## src/rtl/smbus_pkg.sv

```systemverilog
package smbus_pkg;
  localparam int BYTE_BITS = 8;

  typedef enum logic [3:0] {
    ST_IDLE,
    ST_ADDR,
    ST_ADDR_ACK,
    ST_CMD,
    ST_CMD_ACK,
    ST_WDATA,
    ST_WDATA_ACK,
    ST_RDATA,
    ST_RDATA_ACK,
    ST_SKIP
  } smb_state_e;

  // Upper seven bits of the first byte carry the device address.
  function automatic logic addr_hit(input logic [7:0] b, input logic [6:0] dev);
    return b[7:1] == dev;
  endfunction

  // Bit 0 of the first byte: 1 selects read.
  function automatic logic is_read(input logic [7:0] b);
    return b[0];
  endfunction
endpackage

```

## src/rtl/smb_sync2.sv

```systemverilog
module smb_sync2 #(
  parameter int W = 2
) (
  input  logic         clk,
  input  logic         rst_n,
  input  logic [W-1:0] d,
  output logic [W-1:0] q
);
  logic [W-1:0] meta;

  // Idle bus level is high, so both stages reset to ones.
  always_ff @(posedge clk or negedge rst_n) begin
    if (!rst_n) begin
      meta <= '1;
      q    <= '1;
    end else begin
      meta <= d;
      q    <= meta;
    end
  end
endmodule

```

## src/rtl/smb_bus_events.sv

```systemverilog
module smb_bus_events (
  input  logic clk,
  input  logic rst_n,
  input  logic scl,
  input  logic sda,
  output logic scl_rise,
  output logic scl_fall,
  output logic start_evt,
  output logic stop_evt
);
  logic scl_q, sda_q;

  always_ff @(posedge clk or negedge rst_n) begin
    if (!rst_n) begin
      scl_q <= 1'b1;
      sda_q <= 1'b1;
    end else begin
      scl_q <= scl;
      sda_q <= sda;
    end
  end

  assign scl_rise  = scl & ~scl_q;
  assign scl_fall  = ~scl & scl_q;
  // Framing events need SCL high on both samples around the SDA edge.
  assign start_evt = scl & scl_q & sda_q & ~sda;
  assign stop_evt  = scl & scl_q & ~sda_q & sda;
endmodule

```

## src/rtl/smbus_cmd_slave.sv

```systemverilog
module smbus_cmd_slave
  import smbus_pkg::*;
#(
  parameter logic [6:0] DEV_ADDR = 7'b0011011,
  parameter int         PTR_W    = 4
) (
  input  logic             clk,
  input  logic             rst_n,
  input  logic             scl_i,
  input  logic             sda_i,
  output logic             sda_oe,
  output logic [PTR_W-1:0] reg_addr,
  output logic [7:0]       reg_wdata,
  output logic             reg_we,
  input  logic [7:0]       reg_rdata
);
  localparam int CNT_W = $clog2(BYTE_BITS + 1);
  localparam logic [CNT_W-1:0] FULL_CNT = CNT_W'(BYTE_BITS);

  // Named internal events, visible to the bound checker.
  logic scl_s, sda_s;
  logic scl_rise, scl_fall, start_evt, stop_evt;
  logic byte_full, wr_evt;

  smb_state_e       state;
  logic [CNT_W-1:0] bcnt;
  logic [7:0]       sr;
  logic [PTR_W-1:0] ptr;
  logic             rw;
  logic             mnack;

  smb_sync2 #(.W(2)) u_sync (
    .clk   (clk),
    .rst_n (rst_n),
    .d     ({scl_i, sda_i}),
    .q     ({scl_s, sda_s})
  );

  smb_bus_events u_evt (
    .clk       (clk),
    .rst_n     (rst_n),
    .scl       (scl_s),
    .sda       (sda_s),
    .scl_rise  (scl_rise),
    .scl_fall  (scl_fall),
    .start_evt (start_evt),
    .stop_evt  (stop_evt)
  );

  assign byte_full = (bcnt == FULL_CNT);
  assign wr_evt    = (state == ST_WDATA) && scl_fall && byte_full;

  assign reg_we    = wr_evt;
  assign reg_wdata = sr;
  assign reg_addr  = ptr;

  always_ff @(posedge clk or negedge rst_n) begin
    if (!rst_n) begin
      state  <= ST_IDLE;
      bcnt   <= '0;
      sr     <= '0;
      ptr    <= '0;
      rw     <= 1'b0;
      mnack  <= 1'b0;
      sda_oe <= 1'b0;
    end else if (start_evt) begin
      state  <= ST_ADDR;
      bcnt   <= '0;
      sda_oe <= 1'b0;
    end else if (stop_evt) begin
      state  <= ST_IDLE;
      bcnt   <= '0;
      sda_oe <= 1'b0;
    end else begin
      unique case (state)
        ST_ADDR, ST_CMD, ST_WDATA: begin
          if (scl_rise && !byte_full) begin
            sr   <= {sr[6:0], sda_s};
            bcnt <= bcnt + 1'b1;
          end else if (scl_fall && byte_full) begin
            bcnt <= '0;
            if (state == ST_ADDR) begin
              if (addr_hit(sr, DEV_ADDR)) begin
                rw     <= is_read(sr);
                sda_oe <= 1'b1;
                state  <= ST_ADDR_ACK;
              end else begin
                state  <= ST_SKIP;
              end
            end else if (state == ST_CMD) begin
              ptr    <= sr[PTR_W-1:0];
              sda_oe <= 1'b1;
              state  <= ST_CMD_ACK;
            end else begin
              ptr    <= ptr + 1'b1;
              sda_oe <= 1'b1;
              state  <= ST_WDATA_ACK;
            end
          end
        end
        ST_ADDR_ACK: begin
          if (scl_fall) begin
            if (rw) begin
              sr     <= reg_rdata;
              sda_oe <= ~reg_rdata[7];
              state  <= ST_RDATA;
            end else begin
              sda_oe <= 1'b0;
              state  <= ST_CMD;
            end
          end
        end
        ST_CMD_ACK, ST_WDATA_ACK: begin
          if (scl_fall) begin
            sda_oe <= 1'b0;
            state  <= ST_WDATA;
          end
        end
        ST_RDATA: begin
          if (scl_rise && !byte_full) begin
            bcnt <= bcnt + 1'b1;
          end else if (scl_fall) begin
            if (byte_full) begin
              bcnt   <= '0;
              ptr    <= ptr + 1'b1;
              sda_oe <= 1'b0;
              state  <= ST_RDATA_ACK;
            end else begin
              sr     <= {sr[6:0], 1'b0};
              sda_oe <= ~sr[6];
            end
          end
        end
        ST_RDATA_ACK: begin
          if (scl_rise) begin
            mnack <= sda_s;
          end else if (scl_fall) begin
            if (mnack) begin
              state <= ST_SKIP;
            end else begin
              sr     <= reg_rdata;
              sda_oe <= ~reg_rdata[7];
              state  <= ST_RDATA;
            end
          end
        end
        default: begin
          sda_oe <= 1'b0;
        end
      endcase
    end
  end
endmodule

```

## config.mk

```make
export PLATFORM = sky130hd
export DESIGN_NAME = smbus_cmd_slave
export DESIGN_NICKNAME = d
export VERILOG_FILES = /design/src/rtl/smbus_pkg.sv /design/src/rtl/smb_sync2.sv /design/src/rtl/smb_bus_events.sv /design/src/rtl/smbus_cmd_slave.sv
export SDC_FILE = /design/constraint.sdc
export NUM_CORES = 1
export LEC_CHECK = 0
export BUFFER_PORTS_ARGS = -buffer_cell sky130_fd_sc_hd__clkbuf_2
export CELL_PAD_IN_SITES_DETAIL_PLACEMENT = 0
export CELL_PAD_IN_SITES_GLOBAL_PLACEMENT = 1
export CORE_ASPECT_RATIO = 1.75
export CORE_UTILIZATION = 45
export CTS_BUF_LIST = sky130_fd_sc_hd__clkbuf_8
export CTS_CLUSTER_DIAMETER = 80
export DETAILED_ROUTE_END_ITERATION = 8
export PLACE_DENSITY = 0.88
export RECOVER_POWER = 100
export SLEW_MARGIN = 10
export SYNTH_ARGS = -nofsm -noshare
export SYNTH_HDL_FRONTEND = slang
export SYNTH_SLANG_ARGS = --single-unit
```

## constraint.sdc

```tcl
create_clock -name clk -period 2.4 [get_ports clk]
set_input_delay 0.72 -clock clk [delete_from_list [all_inputs] [get_ports clk]]
set_output_delay 0.72 -clock clk [all_outputs]
set_load 0.05 [all_outputs]
```

## After elaboration in Yosys (flattened, before gate mapping)

Index checks and enable logic that the tools add are counted.

| storage, ports and cells | value |
|---|---|
| register bits after elaboration | 29 |
| latch bits | 0 |
| bits in writable memories | 0 |
| bits in read-only memories | 0 |
| input port bits | 12 |
| output and inout bits | 14 |
| word-level logic and storage cells | 143 |
| memories | 0 |

| cells by class | value |
|---|---|
| $add $sub $neg | 2 |
| multiply operators | 0 |
| div/mod/pow operators | 0 |
| order comparisons | 0 |
| eq/ne operators | 37 |
| shift-type cells | 0 |
| mux-type cells | 59 |
| bitwise operators | 16 |
| reductions and logical operators | 18 |

Operators by type and width:

| kind | count |
|---|---|
| 4-bit 2-to-1 mux | 28 |
| 8-bit 2-to-1 mux | 9 |
| 4-bit inequality test (second input constant) | 10 |
| 8-bit case mux with 4 select lines | 1 |
| 2-bit inequality test (second input constant) | 13 |
| 5-bit inequality test (second input constant) | 4 |
| 4-bit case mux with 5 select lines | 1 |
| 10-bit AND reduction | 2 |
| 4-bit by 3-bit equality test with 1-bit output (second input constant) | 4 |
| 4-bit case mux with 2 select lines | 2 |
| 1-bit 2-to-1 mux | 15 |
| 12-bit AND reduction | 1 |
| 1-bit NOT | 9 |
| 9-bit AND reduction | 1 |
| 4-bit by 1-bit adder with 4-bit output (second input constant) | 2 |
| 4-bit by 2-bit equality test with 1-bit output (second input constant) | 2 |
| 4-bit equality test (second input constant) | 2 |
| 4-bit AND reduction | 2 |
| 4-bit nonzero test | 2 |
| 1-bit AND | 7 |
| 7-bit by 5-bit equality test with 1-bit output (second input constant) | 1 |
| 7-bit AND reduction | 1 |
| 7-bit nonzero test | 1 |
| 1-bit case mux with 5 select lines | 1 |
| other kinds (8) | 11 |

## Logic depth before layout (Yosys ltp)

| depth | value |
|---|---|
| word-level depth | 8 |
| depth in mapped cells | 7 |
| depth with buffers taken out | 7 |

## By module

From an unflattened synthesis, not the netlist that was laid out.

| unflattened totals | value |
|---|---|
| cells, all modules | 193 |
| area, all modules | 1863.0 sq um |

By module, submodules not included:

| module | times used | cells each | area an instance (sq um) |
|---|---|---|---|
| smbus_cmd_slave | 1 | 183 | 1672.9 |
| smb_sync2 | 1 | 4 | 105.1 |
| smb_bus_events | 1 | 6 | 85.1 |

## Worst setup path before layout

OpenSTA, ideal clock, no wires.

| path | value |
|---|---|
| path type | flip-flop to output port |
| start | reg bcnt[0] |
| end | out reg_we |
| data arrival time | 2074 ps |
| data required time | 1680 ps |
| slack | -394 ps |
| stages on the path, launching flop included | 7 |
| path through | dfrtp_1 -> inv_1 -> ha_1 -> nand3b_1 -> nor2_1 -> nand2_1 -> nor3_1 |

| on the way | value |
|---|---|
| cells in the longest elaborated chain, start to end | 2 |

RTL lines:

| item | RTL line | source |
|---|---|---|
| start, declared | smbus_cmd_slave.sv:26 | `logic [CNT_W-1:0] bcnt;` |
| start signal, assigned | smbus_cmd_slave.sv:79 | `bcnt <= bcnt + 1'b1;` |
| start signal, assigned | smbus_cmd_slave.sv:121 | `bcnt <= bcnt + 1'b1;` |
| 4-bit equality test | smbus_cmd_slave.sv:50 | `assign byte_full = (bcnt == FULL_CNT);` |
| 1-bit logical AND | smbus_cmd_slave.sv:51 | `assign wr_evt = (state == ST_WDATA) && scl_fall && byte_full;` |
| end, declared | smbus_cmd_slave.sv:14 | `output logic reg_we,` |

No other way between the ends.

## Final worst setup path

Ends and elaborated chain as after synthesis.

==> results.json <==
{
  "synth-seq-area-share_pct": 41.2,
  "arrival_ns": 1.70,
  "p_per_area_mw_per_mm2": 1290,
  "portBuffers": 25,
  "num_vias": 1636,
  "min_path_type": "flop to flop",
  "postSynthAreaPerCell_um2": 9.68,
  "crit_fanout": 5,
  "rsz0062_at_grt": "yes",
  "finalNetCount": 236,
  "diodes": 0,
  "cap_violations": 1,
  "yosys_most_used_dff": "dfrtp_1",
  "syn_nets": 199,
  "synth.cell_area_mm2": 0.00178,
  "hpwl_mm": 3.35,
  "clock_skew_ns": 0.00488,
  "synth_top_area_share_pct": 32.3,
  "maxSlewHeadroom_pct": -2.13,
  "synth_edf_count": 0,
  "end_kind": "primary output",
  "endpoint": "reg_we",
  "worstPathRequired_ns": 1.68,
  "placed_cells": 258,
  "syn2layout_area_growth_pct": 18.8,
  "die_area_mm2": 0.00422,
  "vias_per_cell": 6.10,
  "grt_usage_pct": 23.1,
  "tightestPinTransition_ns": 1.53,
  "clock-root-buffer": "clkbuf_8",
  "clk_pin_slew_ns": 0.06,
  "yosys-top-cells-area": "dfrtp_1 (32%), mux2_2 (12%), dfstp_2 (8.8%)",
  "die_h_um": 85.2,
  "slew_viol_final": 30,
  "first_pass_iters": 5,
  "drive_gt1_share_pct": 29.3,
  "htreeDepth": 2,
  "synth_warnings": 0,
  "final_cells": 268,
  "r2r-start": "state[2]",
  "die_w_um": 49.6,
  "fmax_mhz": 414,
  "grt_pass1_vias": 1602,
  "setup_viol": 1,
  "async_flop_share_pct": 100,
  "dr.max_layer_used": "met4",
  "antenna_found_initial": 0,
  "clk_latency_ns": 0.28,
  "outcome": "finished, violations left",
  "grt_max_degree": 30,
  "clockPowerShare_pct": 13.9,
  "synth_cell_types": 48,
  "crit_type": "flop to primary output",
  "cts_sinks": 29,
  "ff2ff_setup_slack_ns": 0.07,
  "cts_made_buffers": 5,
  "grt_pass1_wl_mm": 7.39,
  "finalCritPeriodShare_pct": 101,
  "r2r.worst_path.cells": 7,
  "violations": "capacitance limit, slew limit, setup timing",
  "leakage_uw": 0.000925,
  "cts_tree": "built",
  "stdcell_area_mm2": 0.00212,
  "p_sw_share_pct": 46.7,
  "drt_iter0_markers": 67,
  "start_kind": "flop",
  "gp_congestion": 0.912,
  "setup_slack_ns": -0.0178,
  "rows": 29,
  "ys_ff_latch": 29,
  "max-vdd-ir-drop_mv": 1.10,
  "netlist_instances": 184,
  "p_int_uw": 1450,
  "combPwrFrac_pct": 55.3,
  "initial_utilization_pct": 48.1,
  "drtAntennaViolNets": 0,
  "clock_path_buffers": 2,
  "hold_viol_final": 0,
  "overflow": 0,
  "fillers": 347,
  "wl_met1_mm": 1.59,
  "switchingPower_uw": 1280,
  "final.min_clock_period_ns": 2.42,
  "postCtsHoldBufs": 0,
  "synth_largest_area_cell": "dfrtp_1",
  "seq_power_share_pct": 30.8,
  "wl_mm": 4.46,
  "wl_per_cell_um": 16.6,
  "drc": 0,
  "worst_r2r_endpoint": "reg_wdata[2]",
  "cp-startpoint": "bcnt[0]",
  "met2_length_mm": 2.33,
  "ios": 26,
  "post_dp_cell_area_mm2": 0.00201,
  "core-area_mm2": 0.00370,
  "wl_met3_um": 239
}
## power by group through the flow
stage / clock network (uW) / logic (uW) / registers (uW)
floorplan: 0 / 964 / 982
global placement: 0 / 1490 / 831
detailed placement: 0 / 1520 / 839
CTS: 387 / 1520 / 832
global route: 409 / 1600 / 864
finish: 379 / 1510 / 842
## cells in the mapped netlist (2+ instances only)
library cell  count
a32o_1            2
buf_2             3
nor2_1            7
xnor2_1           2
mux2i_1           2
o22ai_1           2
dfrtp_1          23
mux2_2           19
inv_1             7
nor4_1            2
dfstp_2           6
nor4b_1           2
and3_1            3
nand4b_1          2
a21oi_1          11
nor2b_1           3
ha_1              3
a211oi_1          4
nand3_1          11
nor3_1            3
o21ai_0          17
xor2_1            3
nand2b_1          6
clkbuf_1          3
nand2_1          15
## cell type report
| type | instances | area, um^2 | share of cell area (%) |
|---|---|---|---|
| Tap cell | 46 | 57.6 | 2.72 |
| Clock buffer | 5 | 68.8 | 3.25 |
| Clock inverter | 3 | 13.8 | 0.651 |
| Inverter | 7 | 26.3 | 1.24 |
| Timing Repair Buffer | 38 | 208 | 9.82 |
| Sequential cell | 29 | 734 | 34.7 |
| Multi-Input combinational cell | 140 | 1010 | 47.6 |
## sequential cells by signal (all words and copies together) (netlist names)
name         count
bcnt             4
u_evt.sda_q      1
u_sync.q         2
mnack            1
u_evt.scl_q      1
sda_oe           1
reg_wdata        8
reg_addr         4
u_sync.meta      2
rw               1
state            4
## cell families (layout without fill, tap and decap cells)
group                    Yosys count  in the layout  synth area share (%)
flip-flops                        29             29                  41.2
XOR/XNOR                           5              5                  2.46
adder cells (fa/ha/maj)            3              3                  2.11
AO/OA/AOI/OAI                     49             49                  18.5
multiplexers                      21             21                  13.1
AND/OR/NAND/NOR                   62             62                  19.1
buffers and inverters             15             53                  3.58
## through the flow
stage	power, uW	setup TNS, ns	setup WS [ns]	utilization [%]	hold slack (ns)
after floorplan	1950	0	0.0267	-	0.345
after global placement	2320	0	0.132	54.4	0.346
after detailed placement	2350	0	0.0688	54.4	0.349
after CTS	2740	0	0.0112	57.0	0.358
after global routing	2880	-0.302	-0.107	57.2	0.359
final	2730	-0.0178	-0.0178	57.2	0.358
## critical path, stage by stage (launching register included)
cell and delay, ns:
dfrtp_1 0.42, inv_1 0.07, ha_1 0.13, nand3b_1 0.18, nor2_2 0.20, nand2_2 0.09
nor3_2 0.13, clkbuf_8 0.21
## how the worst min path moves through the flow
stage                    from     endpoint  slack (ns)  depth (start not counted)
2_1_floorplan  u_sync.meta[0]  u_sync.q[0]        0.35                          0
3_3_place_gp   u_sync.meta[0]  u_sync.q[0]        0.35                          0
3_5_place_dp   u_sync.meta[1]  u_sync.q[1]        0.35                          0
4_1_cts        u_sync.meta[0]  u_sync.q[0]        0.36                          0
5_1_grt        u_sync.meta[0]  u_sync.q[0]        0.36                          0
6_report       u_sync.meta[1]  u_sync.q[1]        0.36                          0
## what timing repair did
action | 4_1_cts | 5_1_grt
setup endpoints to repair | 1 | 15
pin swaps | 1 | 1
resized for setup | 3 | 5
buffers inserted | 0 | 2
## per-layer routing
metal  vias up  GRT usage [%]
met2        83           40.9
met3        24           3.94
met4         0           17.4
met5         -              0
met1       776           23.5
li1        753              -
## cells in the final DEF (no fill, tap or decap), drive strengths merged, types with 2 or more instances in the layout
master | synthesis | final
buf | 5 | 11
and3 | 3 | 3
nor4b | 2 | 2
o21ai | 18 | 18
clkinv | 0 | 2
nand4b | 2 | 2
nand2 | 15 | 15
o22ai | 2 | 2
mux2i | 2 | 2
ha | 3 | 3
nor2b | 3 | 3
nor2 | 7 | 7
xnor2 | 2 | 2
a32o | 2 | 2
nand2b | 6 | 6
clkbuf | 3 | 32
xor2 | 3 | 3
mux2 | 19 | 19
a211oi | 4 | 4
inv | 7 | 8
nor3 | 3 | 3
nand3 | 11 | 11
nor4 | 2 | 2
a21oi | 11 | 11
dfrtp | 23 | 23
dfstp | 6 | 6
Note: power is estimated with default switching activity, not from simulation.
